===== src/rtl/pcwd_pkg.sv =====
package pcwd_pkg;

   typedef enum logic [2:0] {
      RK_ENABLE = 3'd0,
      RK_LIMIT  = 3'd1,
      RK_MUTE   = 3'd2,
      RK_STATUS = 3'd3,
      RK_NONE   = 3'd4
   } reg_kind_e;

   // Map: 0 enable, 1..nseg limit segments (most significant first),
   // nseg+1 mute control, nseg+2 status.
   function automatic reg_kind_e decode_addr(input int unsigned a, input int unsigned nseg);
      if (a == 0)                return RK_ENABLE;
      else if (a <= nseg)        return RK_LIMIT;
      else if (a == nseg + 1)    return RK_MUTE;
      else if (a == nseg + 2)    return RK_STATUS;
      else                       return RK_NONE;
   endfunction

endpackage


===== src/rtl/pcwd_regs.sv =====
module pcwd_regs
   import pcwd_pkg::*;
#(
   parameter int DATA_W = 16,
   parameter int NSEG   = 2,
   parameter int ADDR_W = 4,
   localparam int LIM_W = NSEG * DATA_W
) (
   input  logic              clk,
   input  logic              rst_n,
   input  logic              wr_en,
   input  logic [ADDR_W-1:0] addr,
   input  logic [DATA_W-1:0] wr_data,
   output logic [DATA_W-1:0] rd_data,
   input  logic              stat_i,
   output logic              en_o,
   output logic              clr_o,
   output logic [LIM_W-1:0]  limit_o,
   output logic [1:0]        mute_cfg_o
);

   reg_kind_e          kind;
   logic               we_en, we_mute;
   logic [NSEG-1:0]    we_seg;
   logic               commit;
   logic [DATA_W-1:0]  rb_seg [NSEG];
   logic               en_q;
   logic [1:0]         mute_q;

   assign kind    = decode_addr(int'(addr), NSEG);
   assign we_en   = wr_en && (kind == RK_ENABLE);
   assign we_mute = wr_en && (kind == RK_MUTE);
   assign commit  = we_seg[NSEG-1];
   assign clr_o   = we_en && !wr_data[0];

   always_ff @(posedge clk) begin
      if (!rst_n) begin
         en_q   <= 1'b0;
         mute_q <= 2'b00;
      end else begin
         if (we_en)   en_q   <= wr_data[0];
         if (we_mute) mute_q <= wr_data[1:0];
      end
   end

   assign en_o       = en_q;
   assign mute_cfg_o = mute_q;

   // One slice per limit segment; s = 0 is the most significant.
   for (genvar s = 0; s < NSEG; s++) begin : g_seg
      localparam int LSB = (NSEG - 1 - s) * DATA_W;
      logic [DATA_W-1:0] act_q;

      assign we_seg[s] = wr_en && (addr == ADDR_W'(s + 1));
      assign limit_o[LSB +: DATA_W] = act_q;

      if (s < NSEG - 1) begin : g_staged
         logic [DATA_W-1:0] stage_q;
         always_ff @(posedge clk) begin
            if (!rst_n) begin
               stage_q <= '0;
               act_q   <= '0;
            end else begin
               if (we_seg[s]) stage_q <= wr_data;
               if (commit)    act_q   <= stage_q;
            end
         end
         assign rb_seg[s] = stage_q;
      end else begin : g_commit
         always_ff @(posedge clk) begin
            if (!rst_n)      act_q <= '0;
            else if (commit) act_q <= wr_data;
         end
         assign rb_seg[s] = act_q;
      end
   end

   always_comb begin
      rd_data = '0;
      unique case (kind)
         RK_ENABLE: rd_data[0]   = en_q;
         RK_MUTE:   rd_data[1:0] = mute_q;
         RK_STATUS: rd_data[0]   = stat_i;
         RK_LIMIT: begin
            for (int s = 0; s < NSEG; s++)
               if (addr == ADDR_W'(s + 1)) rd_data = rb_seg[s];
         end
         default:   rd_data = '0;
      endcase
   end

   AST_LIMIT_COMMIT: assert property (@(posedge clk) disable iff (!rst_n)
      !commit |=> $stable(limit_o));
   AST_STATUS_RO: assert property (@(posedge clk) disable iff (!rst_n)
      (wr_en && kind == RK_STATUS) |=> ($stable(en_q) && $stable(mute_q) && $stable(limit_o)));

endmodule


===== src/rtl/pcwd_match.sv =====
module pcwd_match #(
   parameter int DATA_W = 16,
   parameter int NSEG   = 2,
   localparam int PC_W  = NSEG * DATA_W
) (
   input  logic            clk,
   input  logic            rst_n,
   input  logic            en_i,
   input  logic            clr_i,
   input  logic [PC_W-1:0] pc_i,
   input  logic [PC_W-1:0] limit_i,
   output logic            err_o
);

   logic [NSEG-1:0] seg_eq;
   logic            hit;
   logic            err_q;

   // Equality split into data-width slices, reduced by an AND tree.
   for (genvar s = 0; s < NSEG; s++) begin : g_cmp
      assign seg_eq[s] = (pc_i[s*DATA_W +: DATA_W] == limit_i[s*DATA_W +: DATA_W]);
   end
   assign hit = en_i && (&seg_eq);

   always_ff @(posedge clk) begin
      if (!rst_n)     err_q <= 1'b0;
      else if (clr_i) err_q <= 1'b0;
      else if (hit)   err_q <= 1'b1;
   end

   assign err_o = err_q;

   AST_ERR_NEEDS_MATCH: assert property (@(posedge clk) disable iff (!rst_n)
      $rose(err_q) |-> $past(en_i && (pc_i == limit_i)));
   AST_NO_SET_DISABLED: assert property (@(posedge clk) disable iff (!rst_n)
      !en_i |=> !$rose(err_q));
   AST_STICKY_HOLD: assert property (@(posedge clk) disable iff (!rst_n)
      (err_q && !clr_i) |=> err_q);
   AST_CLEAR_WINS: assert property (@(posedge clk) disable iff (!rst_n)
      clr_i |=> !err_q);

endmodule


===== src/rtl/pcwd_mute.sv =====
module pcwd_mute #(
   parameter bit MUTE_REGISTERED = 1'b0
) (
   input  logic       clk,
   input  logic       rst_n,
   input  logic       crc_err_i,
   input  logic       wd_err_i,
   input  logic [1:0] cfg_i,
   output logic       mute_o
);

   logic crc_q;
   logic mute_d;

   always_ff @(posedge clk) begin
      if (!rst_n)         crc_q <= 1'b0;
      else if (crc_err_i) crc_q <= 1'b1;
   end

   assign mute_d = (wd_err_i && cfg_i[0]) || (crc_q && cfg_i[1]);

   if (MUTE_REGISTERED) begin : g_reg
      logic mute_q;
      always_ff @(posedge clk) begin
         if (!rst_n) mute_q <= 1'b0;
         else        mute_q <= mute_d;
      end
      assign mute_o = mute_q;
   end else begin : g_comb
      assign mute_o = mute_d;
      AST_MUTE_SRC: assert property (@(posedge clk) disable iff (!rst_n)
         mute_o |-> (wd_err_i || crc_q));
   end

   AST_CRC_HOLD: assert property (@(posedge clk) disable iff (!rst_n)
      crc_q |=> crc_q);

endmodule


===== src/rtl/pcwd_monitor.sv =====
module pcwd_monitor #(
   parameter int DATA_W          = 16,
   parameter int PC_W            = 32,
   parameter int ADDR_W          = 4,
   parameter bit MUTE_REGISTERED = 1'b0
) (
   input  logic              clk,
   input  logic              rst_n,
   input  logic              wr_en,
   input  logic [ADDR_W-1:0] addr,
   input  logic [DATA_W-1:0] wr_data,
   output logic [DATA_W-1:0] rd_data,
   input  logic [PC_W-1:0]   pc_i,
   input  logic              crc_err_i,
   output logic              err_o,
   output logic              mute_o
);

   localparam int NSEG   = PC_W / DATA_W;
   localparam int NREGS  = NSEG + 3;
   localparam int NEED_A = $clog2(NREGS);

   if (DATA_W < 2) begin : g_bad_data
      $error("DATA_W must be at least 2");
   end
   if (PC_W != NSEG * DATA_W || NSEG < 1) begin : g_bad_split
      $error("PC_W must be a nonzero multiple of DATA_W");
   end
   if (ADDR_W < NEED_A) begin : g_bad_addr
      $error("ADDR_W too narrow for the register map");
   end

   logic              en;
   logic              clr;
   logic [PC_W-1:0]   limit;
   logic [1:0]        mute_cfg;
   logic              wd_err;

   pcwd_regs #(.DATA_W(DATA_W), .NSEG(NSEG), .ADDR_W(ADDR_W)) u_regs (
      .clk        (clk),
      .rst_n      (rst_n),
      .wr_en      (wr_en),
      .addr       (addr),
      .wr_data    (wr_data),
      .rd_data    (rd_data),
      .stat_i     (wd_err),
      .en_o       (en),
      .clr_o      (clr),
      .limit_o    (limit),
      .mute_cfg_o (mute_cfg)
   );

   pcwd_match #(.DATA_W(DATA_W), .NSEG(NSEG)) u_match (
      .clk     (clk),
      .rst_n   (rst_n),
      .en_i    (en),
      .clr_i   (clr),
      .pc_i    (pc_i),
      .limit_i (limit),
      .err_o   (wd_err)
   );

   pcwd_mute #(.MUTE_REGISTERED(MUTE_REGISTERED)) u_mute (
      .clk       (clk),
      .rst_n     (rst_n),
      .crc_err_i (crc_err_i),
      .wd_err_i  (wd_err),
      .cfg_i     (mute_cfg),
      .mute_o    (mute_o)
   );

   assign err_o = wd_err;

endmodule


===== config.mk =====
export PLATFORM = sky130hd
export DESIGN_NAME = pcwd_monitor
export DESIGN_NICKNAME = d
export VERILOG_FILES = /design/src/rtl/pcwd_pkg.sv /design/src/rtl/pcwd_regs.sv /design/src/rtl/pcwd_match.sv /design/src/rtl/pcwd_mute.sv /design/src/rtl/pcwd_monitor.sv
export SDC_FILE = /design/constraint.sdc
export NUM_CORES = 1
export LEC_CHECK = 0
export ABC_AREA = 1
export BUFFER_PORTS_ARGS = -buffer_cell sky130_fd_sc_hd__buf_2
export CAP_MARGIN = 30
export CORE_ASPECT_RATIO = 1.25
export CORE_MARGIN = 10
export CORE_UTILIZATION = 30
export DETAILED_ROUTE_END_ITERATION = 8
export GPL_TIMING_DRIVEN = 0
export SYNTH_ARGS = -nofsm -noshare
export SYNTH_HDL_FRONTEND = slang
export SYNTH_SLANG_ARGS = --single-unit
export TNS_END_PERCENT = 1

===== constraint.sdc =====
create_clock -name clk -period 2.3 [get_ports clk]
set_input_delay 0.345 -clock clk [delete_from_list [all_inputs] [get_ports clk]]
set_output_delay 0.345 -clock clk [all_outputs]
set_load 0.01 [all_outputs]

==> results of run 1 <==
cell usage after synthesis:
cell type,count,share of area (%)
a21oi_1,28,5.3
a22o_1,4,1.3
buf_2,1,0.19
buf_4,2,0.57
buf_6,5,2.1
clkbuf_1,6,0.86
dfxtp_1,53,40
inv_1,48,6.9
inv_2,4,0.57
inv_4,1,0.24
nand2_1,69,9.9
nand2_2,1,0.24
nand3_1,5,0.95
nand4_1,4,0.95
nor2_1,67,9.6
nor2_2,2,0.48
nor2_4,1,0.43
nor2_8,1,0.76
nor4_2,1,0.48
o211ai_1,1,0.29
o21a_1,1,0.29
o21ai_0,38,7.2
o21ai_1,29,5.5
o22ai_1,1,0.24
o41ai_1,1,0.33
or2_2,2,0.48
xnor2_1,9,3.0
xor2_1,1,0.33
sequential cells by signal, summed over array words and instances, names as in the netlist:
name,flops
u_regs.g_seg.act_q,32
u_match.err_o,1
u_regs.g_seg.g_staged.stage_q,16
u_regs.en_o,1
u_regs.mute_cfg_o,2
u_mute.crc_q,1
cells in the final DEF (no fill, tap or decap):
cell,instances
nor2_1,67
nor2_8,1
inv_1,48
xnor2_1,9
buf_4,2
buf_6,5
dfxtp_1,53
nand4_1,4
o22ai_1,1
o211ai_1,1
inv_4,1
a22o_1,4
o21a_1,1
nand3_1,5
clkbuf_8,6
a21oi_1,28
nand2_2,1
o21ai_0,38
or2_2,2
nor2_2,2
buf_2,74
xor2_1,1
nor2_4,1
clkbuf_1,7
nor4_2,1
o41ai_1,1
nand2_1,69
inv_2,4
o21ai_1,29
logic make-up after synthesis:
family,count (synthesis),share of synthesized area (%)
flip-flops,53,40.42
XOR/XNOR,10,3.337
buffers and inverters,67,11.44
AO/OA/AOI/OAI,103,20.59
AND/OR/NAND/NOR,153,24.21
per-layer routing:
metal	routed length [um]	vias up	global-route usage, %	share of wire (%)
met3	479	8	3.364	5.6
met2	4328	61	23.65	51
met1	3539	1218	14.67	42
li1	-	1388	-	-
met5	0	-	0	0
met4	144	0	4.266	1.7
worst register-to-register path, stage by stage (launching register included):
cell,delay [ps]
dfxtp_1,350
inv_1,70
nand2_1,80
o21ai_0,110
nor2_1,120
nand3_1,100
nor2_1,140
nand2_1,70
a21oi_1,110
cell type report:
| class | instances | area (um2) | share of cell area, % |
|---|---|---|---|
| plain buffers | 14 | 98.84 | 3.063 |
| clock buffers | 7 | 86.33 | 2.675 |
| inverters | 53 | 201.4 | 6.243 |
| multi-input cells | 266 | 1264 | 39.16 |
| flip-flops and latches | 53 | 1061 | 32.88 |
| well taps | 120 | 150.1 | 4.653 |
| repair buffers | 73 | 365.4 | 11.32 |
where the power goes:
part | switching, mW | internal [mW]
logic | 0.119 | 0.0852
clock network | 0.291 | 0.240
registers | 0.0126 | 0.938
worst min path at each step:
| stage | startpoint | to | slack (ps) | cells past startpoint |
|---|---|---|---|---|
| final | crc_err_i | u_mute.crc_q$_SDFFE_PN0P_ | 240 | 2 |
| after global routing | crc_err_i | u_mute.crc_q$_SDFFE_PN0P_ | 230 | 2 |
| after CTS | crc_err_i | u_mute.crc_q$_SDFFE_PN0P_ | 240 | 2 |
| after detailed placement | u_regs.mute_cfg_o[1]$_SDFFE_PN0P_ | u_regs.mute_cfg_o[1]$_SDFFE_PN0P_ | 460 | 2 |
| after global placement | u_regs.mute_cfg_o[1]$_SDFFE_PN0P_ | u_regs.mute_cfg_o[1]$_SDFFE_PN0P_ | 450 | 2 |
| after floorplan | u_regs.mute_cfg_o[1]$_SDFFE_PN0P_ | u_regs.mute_cfg_o[1]$_SDFFE_PN0P_ | 440 | 2 |
==> flow_summary_export.csv, run 1 <==
group,metric,value,unit
setup_path,crit_path_end,"rd_data[15]",
setup_path,cp.arrival,1550,ps
placed_design,dp_slack,419.0,ps
sta,max_clock_freq,526.5,MHz
setup_path,crit_fanout,10,
clock_network,ctsHoldBuffers,0,
power_and_ir_drop,vdd_drop_max,0.2728,mV
routing,drc,0,
global_route,grt_max_degree,15,
placed_design,port_buffers,73,
clock_network,insertion_delay,300,ps
sta,slew_headroom,64.26,%
power_and_ir_drop,power,1.685,mW
job,max_cap_violations,0,
sta,setup_viol,0,
clock_network,clock_path_buffers,2,
final_layout,syn_to_final_growth,22.93,%
final_layout,antenna-diode-count,0,
setup_path,startpoint,"addr[3]",
yosys,synth_area,2625,um2
yosys,avgSynthCellArea,6.801,um2
yosys,synth.net_count,442,
global_route,grt_usage,13.16,%
global_route,antenna_found_initial,0,
routing,firstDrtPassIters,4,
sta,rsz0062_at_grt,"false",
routing,finalWirelength,8492,um
setup_path,crit_path_cell_trace,"buf_2, nor2_2, nand2_1, inv_2, buf_2, nand2_1, o21ai_1, buf_2",
clock_network,cts.repair.resized,0,
sta,hold_ws,241.0,ps
setup_path,regToRegSetupSlack,1100,ps
yosys,syn_inst,386,
final_layout,postLayoutCoreUtil,37.50,%
final_layout,instances_no_fill,586,
routing,detail_route.iter0.violations,171,
routing,via_per_inst,4.565,
yosys,ys_ff_latch,53,
placed_design,gp_congestion,0.8325,
sta,fin_crit,1899,ps
yosys,ys_warn_count,0,
sta,finalSetupTns,0,ps
placed_design,placed_cell_area,3141,um2
setup_path,r2r-start,"u_regs.g_seg[1].act_q[5]$_SDFFE_PN0P_",
setup_path,critical_path.top_delay_family,"buffers and inverters",
power_and_ir_drop,p_per_area,522.3,nW/um2
power_and_ir_drop,leakage,1.510,nW
sta,final_max_slew_viol_count,0,
outcome,status,"completed",
clock_network,clk_pin_slew,90,ps
floorplan,coreArea,8606,um2
floorplan,die-area,12920,um2
yosys,yosysUniqueCellTypes,28,
final_layout,final_area,3227,um2
setup_path,ff2ff_path_depth,8,
sta,timing.final.crit_share,82.58,%
floorplan,initial_core_util,30.50,%
placed_design,dp.cells,579,
routing,post_drt_wl_per_cell,14.49,um
floorplan,rows,38,
setup_path,worstPathRequired,1960,ps
routing,num_vias,2675,
global_route,grt_pass1_wl,13810,um
global_route,first_global_vias,2722,
setup_path,path_buf_inv,4,
setup_path,slowest_delay,270,ps
hold_path,hold_class,"in2reg",
clock_network,root_buffer,"clkbuf_8",
setup_path,path_common_cell,"buf_2",
floorplan,num_io_pins,74,
sta,hold_viol,0,
clock_network,cts_setup_buffers,0,
clock_network,cts_tree,"done",
sta,skew,1.305,ps
clock_network,cts_made_buffers,5,
placed_design,dpl.hpwl,6761,um
final_layout,layout-drive-gt1-share,21.46,%
setup_path,critical_path_depth,8,
floorplan,fp.dieW,103.7,um
clock_network,clkSinkCount,53,
global_route,grt_overflow,0,
sta,tightest_slew,536.0,ps
yosys,ys_seq_area_share,40.42,%
setup_path,end_kind,"primary output",
final_layout,nets,522,
clock_network,htreeDepth,2,
sta,final.setup.worst_slack,400.6,ps
final_layout,nFillCells,971,
setup_path,cpMaxStageDelayCell,"buf_2",
setup_path,r2r-end,"u_match.err_o$_SDFFE_PP0P_",
setup_path,worstSetupPathType,"in2out",
floorplan,die_y,124.6,um
routing,ant_nets,0,
setup_path,cp-start-kind,"primary input",
Power figures use the tool's default switching activity.
==> run 2, diff against run 1 <==
Clock period 2.3 ns to 1.6 ns, I/O delays scaled along.
==> flow_summary_export.csv, run 2 (synthesized netlist as in run 1, its figures left out) <==
group,metric,value,unit
power_and_ir_drop,p_per_area,747.0,nW/um2
final_layout,largest_reg_flops,32,
setup_path,path_common_cell,"buf_2",
sta,max_clock_freq,646.4,MHz
power_and_ir_drop,vdd_drop_max,0.3907,mV
setup_path,r2r-start,"u_regs.g_seg[1].act_q[5]$_SDFFE_PN0P_",
setup_path,startpoint,"addr[3]",
final_layout,instances_no_fill,588,
routing,finalWirelength,8497,um
setup_path,cpMaxStageDelayCell,"buf_2",
clock_network,ctsHoldBuffers,0,
floorplan,num_io_pins,74,
routing,post_drt_wl_per_cell,14.45,um
placed_design,placed_cell_area,3141,um2
sta,final.setup.worst_slack,53.07,ps
setup_path,crit_path_cell_trace,"buf_2, nor2_2, nand2_2, buf_2, o21ai_0, buf_2",
global_route,grt_pass1_wl,13880,um
clock_network,htreeDepth,2,
setup_path,regToRegSetupSlack,390,ps
floorplan,coreArea,8606,um2
power_and_ir_drop,comb_power_share,12.2,%
clock_network,clock_path_buffers,2,
routing,ant_nets,0,
final_layout,nFillCells,974,
power_and_ir_drop,p_int,1.817,mW
hold_path,hold_class,"in2reg",
power_and_ir_drop,seq_power_share,56.3,%
final_layout,layout-drive-gt1-share,22.22,%
global_route,antenna_found_initial,0,
floorplan,die_y,124.6,um
final_layout,nets,524,
final_layout,syn_to_final_growth,23.69,%
final_layout,final_cell_mix,"74 x buf_2, 69 x nand2_1, 67 x nor2_1, 52 x dfxtp_1, 48 x inv_1",
routing,drc,0,
setup_path,crit_fanout,10,
clock_network,cts_tree,"done",
job,max_cap_violations,0,
outcome,status,"completed",
setup_path,slowest_delay,230,ps
routing,via_per_inst,4.519,
floorplan,die-area,12920,um2
hold_path,hold_depth,2,
final_layout,postLayoutCoreUtil,37.73,%
hold_path,min_from,"crc_err_i",
setup_path,cp-start-kind,"primary input",
global_route,first_global_vias,2730,
setup_path,ff2ff_path_depth,8,
power_and_ir_drop,swShare,25.08,%
sta,final_max_slew_viol_count,0,
final_layout,antenna-diode-count,0,
global_route,grt_max_degree,15,
placed_design,dp_slack,-71.03,ps
sta,timing.final.crit_share,96.68,%
sta,rsz0062_at_grt,"true",
setup_path,end_kind,"primary output",
global_route,grt_usage,13.21,%
sta,fin_crit,1547,ps
placed_design,port_buffers,73,
floorplan,rows,38,
clock_network,root_buffer,"clkbuf_8",
power_and_ir_drop,p_switching,608.4,uW
sta,skew,2.617,ps
setup_path,cp.arrival,1310,ps
floorplan,fp.dieW,103.7,um
routing,detail_route.iter0.violations,159,
power_and_ir_drop,leakage,1.522,nW
sta,tightest_slew,561.5,ps
routing,num_vias,2657,
final_layout,final_area,3247,um2
clock_network,cts_made_buffers,5,
setup_path,worstSetupPathType,"in2out",
sta,setup_viol,0,
hold_path,hold_end,"u_mute.crc_q$_SDFFE_PN0P_",
placed_design,dpl.hpwl,6761,um
routing,firstDrtPassIters,4,
final_layout,mostFrequentLayoutCell,"buf_2",
global_route,grt_overflow,0,
sta,hold_viol,0,
power_and_ir_drop,share_clk_of_total_power,31.5,%
final_layout,regMostFlops,"u_regs.g_seg.act_q",
setup_path,worstPathRequired,1360,ps
clock_network,clkSinkCount,53,
placed_design,dp.cells,579,
floorplan,initial_core_util,30.50,%
clock_network,clk_pin_slew,90,ps
clock_network,insertion_delay,300,ps
placed_design,gp_congestion,0.8325,
sta,slew_headroom,62.57,%
setup_path,r2r-end,"u_match.err_o$_SDFFE_PP0P_",
-- run 2: cell types whose count changed in the layout (fill, tap and decap cells not counted), sizes merged --
| cell | before | now |
|---|---|---|
| clkbuf | 13 | 12 |
| buf | 81 | 84 |
-- run 2: layout make-up --
class	count	area (um2)	share of cell area (%)
tap	120	150.1	4.624
timing repair buffer	75	380.4	11.71
buffer	14	102.6	3.160
sequential	53	1062	32.72
clock buffer	7	86.33	2.659
inverter	53	201.4	6.204
multi-input combinational	266	1264	38.92
-- run 2: worst max-delay path by stage --
stage	end	cells past startpoint
after detailed placement	rd_data[9]	8
after CTS	rd_data[9]	6
after global routing	rd_data[3]	8
final	rd_data[9]	6
after global placement	rd_data[9]	7
after floorplan	rd_data[11]	4
-- run 2: timing repair --
item / in CTS / in global routing
buffers inserted: 2 / 0
hold endpoints to repair: 0 / 0
endpoints found under the setup margin: 11 / 9
resized for setup: 2 / 4
-- run 2: worst max-delay path, delay by kind of cell --
family,cells,cell delay (ps)
compound gates,1,220
buf+inv,3,520
simple gates,2,320
-- run 2: routing by layer --
layer  share of wire [%]  GRT usage (%)  up-vias
met5                   0              0        -
met1                  40          14.80     1193
met4                 1.1          4.020        0
li1                    -              -     1393
met2                  52          23.80       67
met3                 6.4          3.364        4
-- run 2: stage by stage --
step,hold WS (ps),TNS [ps],total power [mW]
6_report,134.4,0,2.426
5_1_grt,129.7,-34.95,2.550
4_1_cts,134.5,0,2.445
3_5_place_dp,450.3,-431.6,1.691
3_3_place_gp,435.7,-263.0,1.685
2_1_floorplan,350.2,0,1.547
-- run 2: power groups by stage --
stage | sequential [mW] | clock [mW] | combinational [mW]
finish | 1.37 | 0.764 | 0.296
global placement | 1.40 | 0 | 0.289
detailed placement | 1.40 | 0 | 0.294
global route | 1.37 | 0.845 | 0.335
floorplan | 1.39 | 0 | 0.155
CTS | 1.37 | 0.780 | 0.299
